==> src/rtl/gpio_bitport_pkg.sv <==
package gpio_bitport_pkg;

    localparam int PORT_W   = 8;
    localparam int IO_AW    = 6;
    localparam int INSTR_W  = 16;
    localparam int BITSEL_W = 3;
    localparam int LOW_AW   = 5;

    localparam logic [5:0] BITOP_PREFIX = 6'b100110;

    typedef enum logic [1:0] {
        BOP_CLR   = 2'b00,
        BOP_SKIPC = 2'b01,
        BOP_SET   = 2'b10,
        BOP_SKIPS = 2'b11
    } bitop_e;

    typedef enum logic [1:0] {
        REG_PIN  = 2'd0,
        REG_DIR  = 2'd1,
        REG_OUT  = 2'd2,
        REG_NONE = 2'd3
    } reg_sel_e;

    typedef enum logic [1:0] {
        PIN_HIZ    = 2'd0,
        PIN_PULLUP = 2'd1,
        PIN_DRV0   = 2'd2,
        PIN_DRV1   = 2'd3
    } pin_mode_e;

    typedef struct packed {
        logic                  hit;
        bitop_e                op;
        logic [LOW_AW-1:0]     addr;
        logic [BITSEL_W-1:0]   bsel;
    } bitop_t;

    function automatic bitop_t decode_bitop(input logic v, input logic [INSTR_W-1:0] w);
        bitop_t r;
        r.hit  = v && (w[15:10] == BITOP_PREFIX);
        r.op   = bitop_e'(w[9:8]);
        r.addr = w[7:3];
        r.bsel = w[2:0];
        return r;
    endfunction

    function automatic pin_mode_e mode_of(input logic dir_b, input logic out_b);
        pin_mode_e m;
        case ({dir_b, out_b})
            2'b00:   m = PIN_HIZ;
            2'b01:   m = PIN_PULLUP;
            2'b10:   m = PIN_DRV0;
            default: m = PIN_DRV1;
        endcase
        return m;
    endfunction

endpackage

==> src/rtl/gpio_sync2.sv <==
module gpio_sync2 #(
    parameter int W = 8
) (
    input  logic         clk,
    input  logic         rst,
    input  logic [W-1:0] d,
    output logic [W-1:0] q
);
    logic [W-1:0] stage1_q;
    logic [W-1:0] stage2_q;

    always_ff @(posedge clk) begin
        if (rst) begin
            stage1_q <= '0;
            stage2_q <= '0;
        end else begin
            stage1_q <= d;
            stage2_q <= stage1_q;
        end
    end

    assign q = stage2_q;
endmodule

==> src/rtl/gpio_bitop_decode.sv <==
module gpio_bitop_decode
    import gpio_bitport_pkg::*;
#(
    parameter logic [IO_AW-1:0] BASE = 6'h16
) (
    input  logic               instr_valid,
    input  logic [INSTR_W-1:0] instr_word,
    output bitop_t             bop,
    output reg_sel_e           tgt
);
    localparam logic [IO_AW-1:0] A_PIN = BASE;
    localparam logic [IO_AW-1:0] A_DIR = BASE + 1;
    localparam logic [IO_AW-1:0] A_OUT = BASE + 2;

    logic [IO_AW-1:0] addr_ext;

    always_comb begin
        bop      = decode_bitop(instr_valid, instr_word);
        addr_ext = {1'b0, bop.addr};
        if (!bop.hit)              tgt = REG_NONE;
        else if (addr_ext == A_PIN) tgt = REG_PIN;
        else if (addr_ext == A_DIR) tgt = REG_DIR;
        else if (addr_ext == A_OUT) tgt = REG_OUT;
        else                        tgt = REG_NONE;
    end
endmodule

==> src/rtl/gpio_pin_mode.sv <==
module gpio_pin_mode
    import gpio_bitport_pkg::*;
#(
    parameter int W = 8
) (
    input  logic [W-1:0] dir_bits,
    input  logic [W-1:0] out_bits,
    output logic [W-1:0] oe,
    output logic [W-1:0] drv,
    output logic [W-1:0] pu
);
    for (genvar i = 0; i < W; i++) begin : g_pin
        pin_mode_e mode;
        assign mode   = mode_of(dir_bits[i], out_bits[i]);
        assign oe[i]  = (mode == PIN_DRV0) || (mode == PIN_DRV1);
        assign drv[i] = (mode == PIN_DRV1);
        assign pu[i]  = (mode == PIN_PULLUP);
    end
endmodule

==> src/rtl/gpio_bitport.sv <==
module gpio_bitport
    import gpio_bitport_pkg::*;
#(
    parameter logic [IO_AW-1:0] BASE = 6'h16
) (
    input  logic               clk,
    input  logic               rst,
    input  logic [IO_AW-1:0]   bus_addr,
    input  logic               bus_wr,
    input  logic [PORT_W-1:0]  bus_wdata,
    output logic [PORT_W-1:0]  bus_rdata,
    input  logic               instr_valid,
    input  logic [INSTR_W-1:0] instr_word,
    output logic               skip,
    input  logic [PORT_W-1:0]  pad_in,
    output logic [PORT_W-1:0]  pad_oe,
    output logic [PORT_W-1:0]  pad_out,
    output logic [PORT_W-1:0]  pad_pu
);
    localparam logic [IO_AW-1:0] A_PIN = BASE;
    localparam logic [IO_AW-1:0] A_DIR = BASE + 1;
    localparam logic [IO_AW-1:0] A_OUT = BASE + 2;

    logic [PORT_W-1:0] dir_q, dir_n;
    logic [PORT_W-1:0] out_q, out_n;
    logic [PORT_W-1:0] pin_q;
    logic [PORT_W-1:0] bit_mask;
    logic [PORT_W-1:0] tested_reg;
    bitop_t            bop;
    reg_sel_e          bop_tgt;
    reg_sel_e          bus_tgt;
    logic              is_skip_op;

    gpio_sync2 #(.W(PORT_W)) u_sync (
        .clk (clk),
        .rst (rst),
        .d   (pad_in),
        .q   (pin_q)
    );

    gpio_bitop_decode #(.BASE(BASE)) u_dec (
        .instr_valid (instr_valid),
        .instr_word  (instr_word),
        .bop         (bop),
        .tgt         (bop_tgt)
    );

    gpio_pin_mode #(.W(PORT_W)) u_mode (
        .dir_bits (dir_q),
        .out_bits (out_q),
        .oe       (pad_oe),
        .drv      (pad_out),
        .pu       (pad_pu)
    );

    always_comb begin
        if (bus_addr == A_PIN)      bus_tgt = REG_PIN;
        else if (bus_addr == A_DIR) bus_tgt = REG_DIR;
        else if (bus_addr == A_OUT) bus_tgt = REG_OUT;
        else                        bus_tgt = REG_NONE;
    end

    assign bit_mask = PORT_W'(1) << bop.bsel;

    // Next state: byte write first, then the single-bit operation on top.
    always_comb begin
        dir_n = dir_q;
        out_n = out_q;
        if (bus_wr && bus_tgt == REG_DIR) dir_n = bus_wdata;
        if (bus_wr && bus_tgt == REG_OUT) out_n = bus_wdata;
        if (bop_tgt == REG_DIR) begin
            if (bop.op == BOP_SET) dir_n = dir_n | bit_mask;
            if (bop.op == BOP_CLR) dir_n = dir_n & ~bit_mask;
        end
        if (bop_tgt == REG_OUT) begin
            if (bop.op == BOP_SET) out_n = out_n | bit_mask;
            if (bop.op == BOP_CLR) out_n = out_n & ~bit_mask;
        end
    end

    always_ff @(posedge clk) begin
        if (rst) begin
            dir_q <= '0;
            out_q <= '0;
        end else begin
            dir_q <= dir_n;
            out_q <= out_n;
        end
    end

    always_comb begin
        case (bop_tgt)
            REG_PIN: tested_reg = pin_q;
            REG_DIR: tested_reg = dir_q;
            REG_OUT: tested_reg = out_q;
            default: tested_reg = '0;
        endcase
    end

    assign is_skip_op = (bop.op == BOP_SKIPC) || (bop.op == BOP_SKIPS);
    // op[1] is the bit level that satisfies the test (01 -> 0, 11 -> 1)
    assign skip = (bop_tgt != REG_NONE) && is_skip_op
                  && (tested_reg[bop.bsel] == bop.op[1]);

    always_comb begin
        case (bus_tgt)
            REG_PIN: bus_rdata = pin_q;
            REG_DIR: bus_rdata = dir_q;
            REG_OUT: bus_rdata = out_q;
            default: bus_rdata = '0;
        endcase
    end

    // ---------------- assertions ----------------
    logic [1:0] rst_age;
    always_ff @(posedge clk) begin
        if (rst)               rst_age <= 2'd0;
        else if (rst_age != 2'd2) rst_age <= rst_age + 2'd1;
    end

    assert_reset_clear_R1: assert property (@(posedge clk) disable iff (rst)
        $past(rst) |-> (dir_q == '0 && out_q == '0));

    assert_sync_latency_R4: assert property (@(posedge clk) disable iff (rst)
        (rst_age == 2'd2) |-> (pin_q == $past(pad_in, 2)));

    assert_set_only_bit_R6: assert property (@(posedge clk) disable iff (rst)
        (bop_tgt == REG_OUT && bop.op == BOP_SET && !(bus_wr && bus_tgt == REG_OUT))
        |=> (out_q == ($past(out_q) | $past(bit_mask))));

    assert_clr_only_bit_R7: assert property (@(posedge clk) disable iff (rst)
        (bop_tgt == REG_DIR && bop.op == BOP_CLR && !(bus_wr && bus_tgt == REG_DIR))
        |=> (dir_q == ($past(dir_q) & ~$past(bit_mask))));

    assert_skip_qualified_R10: assert property (@(posedge clk) disable iff (rst)
        skip |-> instr_valid);
endmodule

==> config.mk <==
export PLATFORM = sky130hd
export DESIGN_NAME = gpio_bitport
export DESIGN_NICKNAME = d
export VERILOG_FILES = /design/src/rtl/gpio_bitport_pkg.sv /design/src/rtl/gpio_sync2.sv /design/src/rtl/gpio_bitop_decode.sv /design/src/rtl/gpio_pin_mode.sv /design/src/rtl/gpio_bitport.sv
export SDC_FILE = /design/constraint.sdc
export NUM_CORES = 1
export LEC_CHECK = 0
export BUFFER_PORTS_ARGS = -buffer_cell sky130_fd_sc_hd__buf_2
export CORE_MARGIN = 2
export CORE_UTILIZATION = 50
export DETAILED_ROUTE_END_ITERATION = 10
export PLACE_DENSITY = 0.87
export SKIP_CTS_REPAIR_TIMING = 1
export SYNTH_ARGS = -nofsm -noshare
export SYNTH_HDL_FRONTEND = slang
export SYNTH_HIERARCHICAL = 1
export SYNTH_SLANG_ARGS = --single-unit
==> constraint.sdc <==
create_clock -name clk -period 1.9 [get_ports clk]
set_input_delay 0.095 -clock clk [delete_from_list [all_inputs] [get_ports clk]]
set_output_delay 0.095 -clock clk [all_outputs]
set_load 0.005 [all_outputs]
# ---- Word level (Yosys, flattened, before mapping)
# Index checks and enable logic that the tools add are counted.
dict set report classes {
  add_sub_neg 0
  mul 0
  n_div 0
  order_cmp 1
  n_eq_ne 56
  n_shift 1
  mux 29
  n_bitwise 5
  n_reduce_logical 25
}
# operator n
set ops {}
lappend ops {{two-way mux 8 bit} 10}
lappend ops {{equality test 2 bit, second input constant} 28}
lappend ops {{case mux 2 bit (3 select lines)} 8}
lappend ops {{case mux 8 bit (3 select lines)} 2}
lappend ops {{equality test 2 x 1 -> 1 bit, second input constant} 19}
lappend ops {{zero test 2 bit} 11}
lappend ops {{equality test 6 x 5 -> 1 bit, second input constant} 3}
lappend ops {{bitwise AND 8 bit} 2}
lappend ops {{OR 8 bit} 2}
lappend ops {{equality test 5 bit, second input constant} 3}
lappend ops {{two-way mux 2 bit} 5}
lappend ops {{logical OR 1 bit} 9}
lappend ops {{NOT 8 bit} 1}
lappend ops {{left shift 1 x 3 -> 8 bit, first input constant} 1}
lappend ops {{equality test 6 bit, second input constant} 1}
lappend ops {{logical AND 1 bit} 5}
lappend ops {{< comparator 3 x 4 -> 1 bit, second input constant} 1}
lappend ops {{binary-select mux 1 bit (select 3 bit)} 1}
lappend ops {{two-way mux 1 bit} 3}
lappend ops {{!= test 2 bit, second input constant} 1}
lappend ops {{equality test 1 bit} 1}
dict set report word_totals {
  regBits 32
  latch_bits 0
  mem_bits_rw 0
  mem_bits_ro 0
  inputBits 42
  output_inout_bits 33
  wordCells 121
  n_memories 0
}

# ---- Logic depth before layout (Yosys ltp)
dict set report logic_depth {
  ltp_word 13
  depth_mapped 9
  depth_no_buf 7
}

# ---- Hierarchy
# The synthesis kept the hierarchy.
# module n_inst cells_each area_each_um2 seq_area_each_um2
set modules_own_cells {}
lappend modules_own_cells {gpio_bitport 1 171 1332.5 320.3}
lappend modules_own_cells {gpio_sync2 1 33 464.2 320.3}
lappend modules_own_cells {gpio_bitop_decode 1 18 143.9 0.0}
lappend modules_own_cells {gpio_pin_mode 1 24 130.1 0.0}

# ---- Worst setup path before layout
# Ideal clock, no wire load.
dict set report synth_timing {
  path_kind {input -> output}
  from {input port instr_word[14]}
  to {output port skip}
  arrival_time_ps 1707
  required_time_ps 1805
  setup_slack_ps 98
  path_stages 8
  n_path_buf 1
  path_cell_list {and4bb_2 -> o2111ai_1 -> buf_6 -> mux2i_1 -> or4_1 -> and3_1 -> a32oi_1 -> mux2i_1}
}
dict set report synth_via {
  elab_chain_len 9
}
# element line_no
set synth_rtl {}
lappend synth_rtl {{start, declared} gpio_bitport.sv:13} ;# input logic [INSTR_W-1:0] instr_word,
lappend synth_rtl {{equality test 6 bit *} gpio_bitport_pkg.sv:41} ;# r.hit = v && (w[15:10] == BITOP_PREFIX);
lappend synth_rtl {{logical AND 1 bit *} gpio_bitport_pkg.sv:41}
lappend synth_rtl {{two-way mux 2 bit *} gpio_bitop_decode.sv:20} ;# if (!bop.hit) tgt = REG_NONE;
lappend synth_rtl {{named net bop_tgt[0]} gpio_bitport.sv:30} ;# reg_sel_e bop_tgt;
lappend synth_rtl {{equality test 2 bit (tied with other cells)} gpio_bitport.sv:92} ;# case (bop_tgt)
lappend synth_rtl {{case mux 8 bit (3 select lines)} gpio_bitport.sv:92}
lappend synth_rtl {{binary-select mux 1 bit (select 3 bit)} gpio_bitport.sv:103} ;# && (tested_reg[bop.bsel] == bop.op[1]);
lappend synth_rtl {{two-way mux 1 bit (implied by the code)} gpio_bitport.sv:103}
lappend synth_rtl {{equality test 1 bit} gpio_bitport.sv:103}
lappend synth_rtl {{logical AND 1 bit *} gpio_bitport.sv:103}
lappend synth_rtl {{end, declared} gpio_bitport.sv:14} ;# output logic skip,
# Mark *: on every way through the listed nets, which the timed path passes. The rest lies on a longest branch. The select of a mux whose other input is x is not followed.

# ---- Worst setup path after layout
# Ends and elaborated chain as after synthesis.

==> results.toml <==
[sta]
final_hold_viol_count = 0
finalCritPeriodShare_pct = 112
setup_viol = 1
fin_crit_ns = 2.12
fin_ws_ns = -0.220
rsz0062_at_grt = "yes"
slew_violations = 0
clock-skew-final_ns = 0.00325
max_clock_freq_mhz = 472
worstMarginPinSlew_ns = 0.616
relSlewSlack_pct = 58.9

[critical_path]
worstPathArrival_ns = 2.02
path_class = "input pin to primary output"
reg2reg_depth = 2
cpPeakStageDelay_ns = 0.38
timing.reg2reg.setup_slack_ns = 0.96
required_ns = 1.80
end_kind = "primary output"
crit_chain = "buf_6 -> and4bb_2 -> o2111ai_2 -> buf_6 -> mux2i_1 -> or4_1 -> and3_1 -> a32oi_1 -> mux2i_1 -> buf_2"
crit_buf_inv = 3
cp_max_fo = 10
critPathLaunchType = "input pin"
path_delay_family = "simple AND/OR/NAND/NOR gates"
regToRegStartpoint = "dir_q[6]$_SDFF_PP0_"
slowest_stage = "or4_1"
rr_endpoint = "dir_q[6]$_SDFF_PP0_"

[layout]
drive_above_1_share_pct = 38.9
layout_commonest_cell = "buf_2"
area_growth_pct = 26.9
antennaDiodeCount = 0
final_cell_mix = "72 x buf_2, 38 x nand2_1, 32 x dfxtp_1"
nets = 356
nFillCells = 334

[min_path]
hold_start = "pad_in[6]"
hold_path_class = "input pin to flip-flop"
hold_path_end = "u_sync/stage1_q[6]$_SDFF_PP0_"
worstHoldPathCells = 2

[die]
start_util_pct = 51.3
io_pins = 75
fp-row-count = 23
core-area_um2 = 3940
dieWidth_um = 67.6
fp.dieH_um = 67.6
die_area_um2 = 4570

[synthesis]
synth_area_um2 = 2020
synthCells = 240
syn_nets = 282
avgSynthCellArea_um2 = 8.42
ys_warn_count = 6

[power]
p_leak_nw = 1.19
p_int_mw = 1.08
pwr-share-seq_pct = 49.5
power.clock.fraction_pct = 40.0
p_comb_share_pct = 10.5
p_total_mw = 1.41
power_density_nw_per_um2 = 548
vdd_ir_drop_max_mv = 0.514
switchingPower_mw = 0.324
switching_share_pct = 23.0

[placement]
gp_congestion = 0.833
io_buffers = 74
dp_hpwl_um = 3960
pre_cts_ws_ns = -0.246

[cts]
htreeDepth = 2
clock_path_buffers = 2
cts.clk_slew.worst_paths_ns = 0.06
worstSkewPairLatency_ns = 0.28
tritoncts = "done"
cts_buffers = 5
cts_root_buf = "clkbuf_8"
clkSinkCount = 32

[drt]
drt-total-wl_um = 5560
first_iter_violations = 78
antenna_left = 0
drt-wirelength-per-cell_um = 15.3
drc = 0
vias = 2023
first_pass_iters = 5
routed_via_density = 5.56

[flow_run]
cap_viol_max_count = 0

[grt]
grt_pass1_vias = 1870
antenna_found_initial = 0
grt_usage_pct = 25.7
grt_max_degree = 33
grt_pass1_wl_um = 8710
grt_overflow_total = 0

[status]
violations = "setup timing"
status = "finished, violations left"
## metal layers
metal	part of all wire (%)	vias up	global-route usage (%)
li1	-	988	-
met1	42	937	31.5
met2	49	87	43.1
met3	7.6	11	5.50
met4	2.2	0	11.5
met5	0	-	0
## metrics by stage
step,std cells,setup TNS [ns],area [um2],hold slack [ns],utilization [%]
2_1_floorplan,240,0,2020,0.174,-
3_3_place_gp,356,-0.442,2440,0.304,61.9
3_5_place_dp,356,-0.587,2440,0.306,61.9
4_1_cts,363,-0.257,2530,0.0165,64.3
5_1_grt,364,-0.299,2560,0.0163,65.1
6_report,364,-0.220,2560,0.0180,65.1
## power groups by stage
stage / logic (mW) / registers [mW] / clock network [mW]
final: 0.148 / 0.696 / 0.562
after global routing: 0.160 / 0.697 / 0.596
after CTS: 0.143 / 0.695 / 0.565
after detailed placement: 0.142 / 0.710 / 0
after global placement: 0.140 / 0.710 / 0
after floorplan: 0.0837 / 0.708 / 0
## how the worst max path moves through the flow
stage / startpoint / end / depth (start not counted)
floorplan: instr_word[14] / skip / 8
global placement: instr_word[14] / skip / 10
detailed placement: instr_word[14] / skip / 10
CTS: instr_word[14] / skip / 10
global route: instr_word[13] / skip / 10
finish: instr_word[14] / skip / 10
## cell type report
| class | instances | area, um2 | share of cell area (%) |
|---|---|---|---|
| Sequential cell | 32 | 641 | 25.0 |
| Clock buffer | 7 | 96.3 | 3.76 |
| Timing Repair Buffer | 94 | 537 | 20.9 |
| Tap cell | 50 | 62.6 | 2.44 |
| Inverter | 1 | 3.75 | 0.146 |
| Multi-Input combinational cell | 180 | 1220 | 47.8 |
## registers in the layout (all words and copies together), names as in the netlist
signal,count
dir_q,8
out_q,8
u_sync/stage1_q,8
u_sync/q,8
## worst register-to-register path, cell delays in order (launching register included)
cell      delay [ns]
dfxtp_1         0.43
mux2i_1         0.10
a221oi_1        0.31
(Power assumes the default switching activity.)
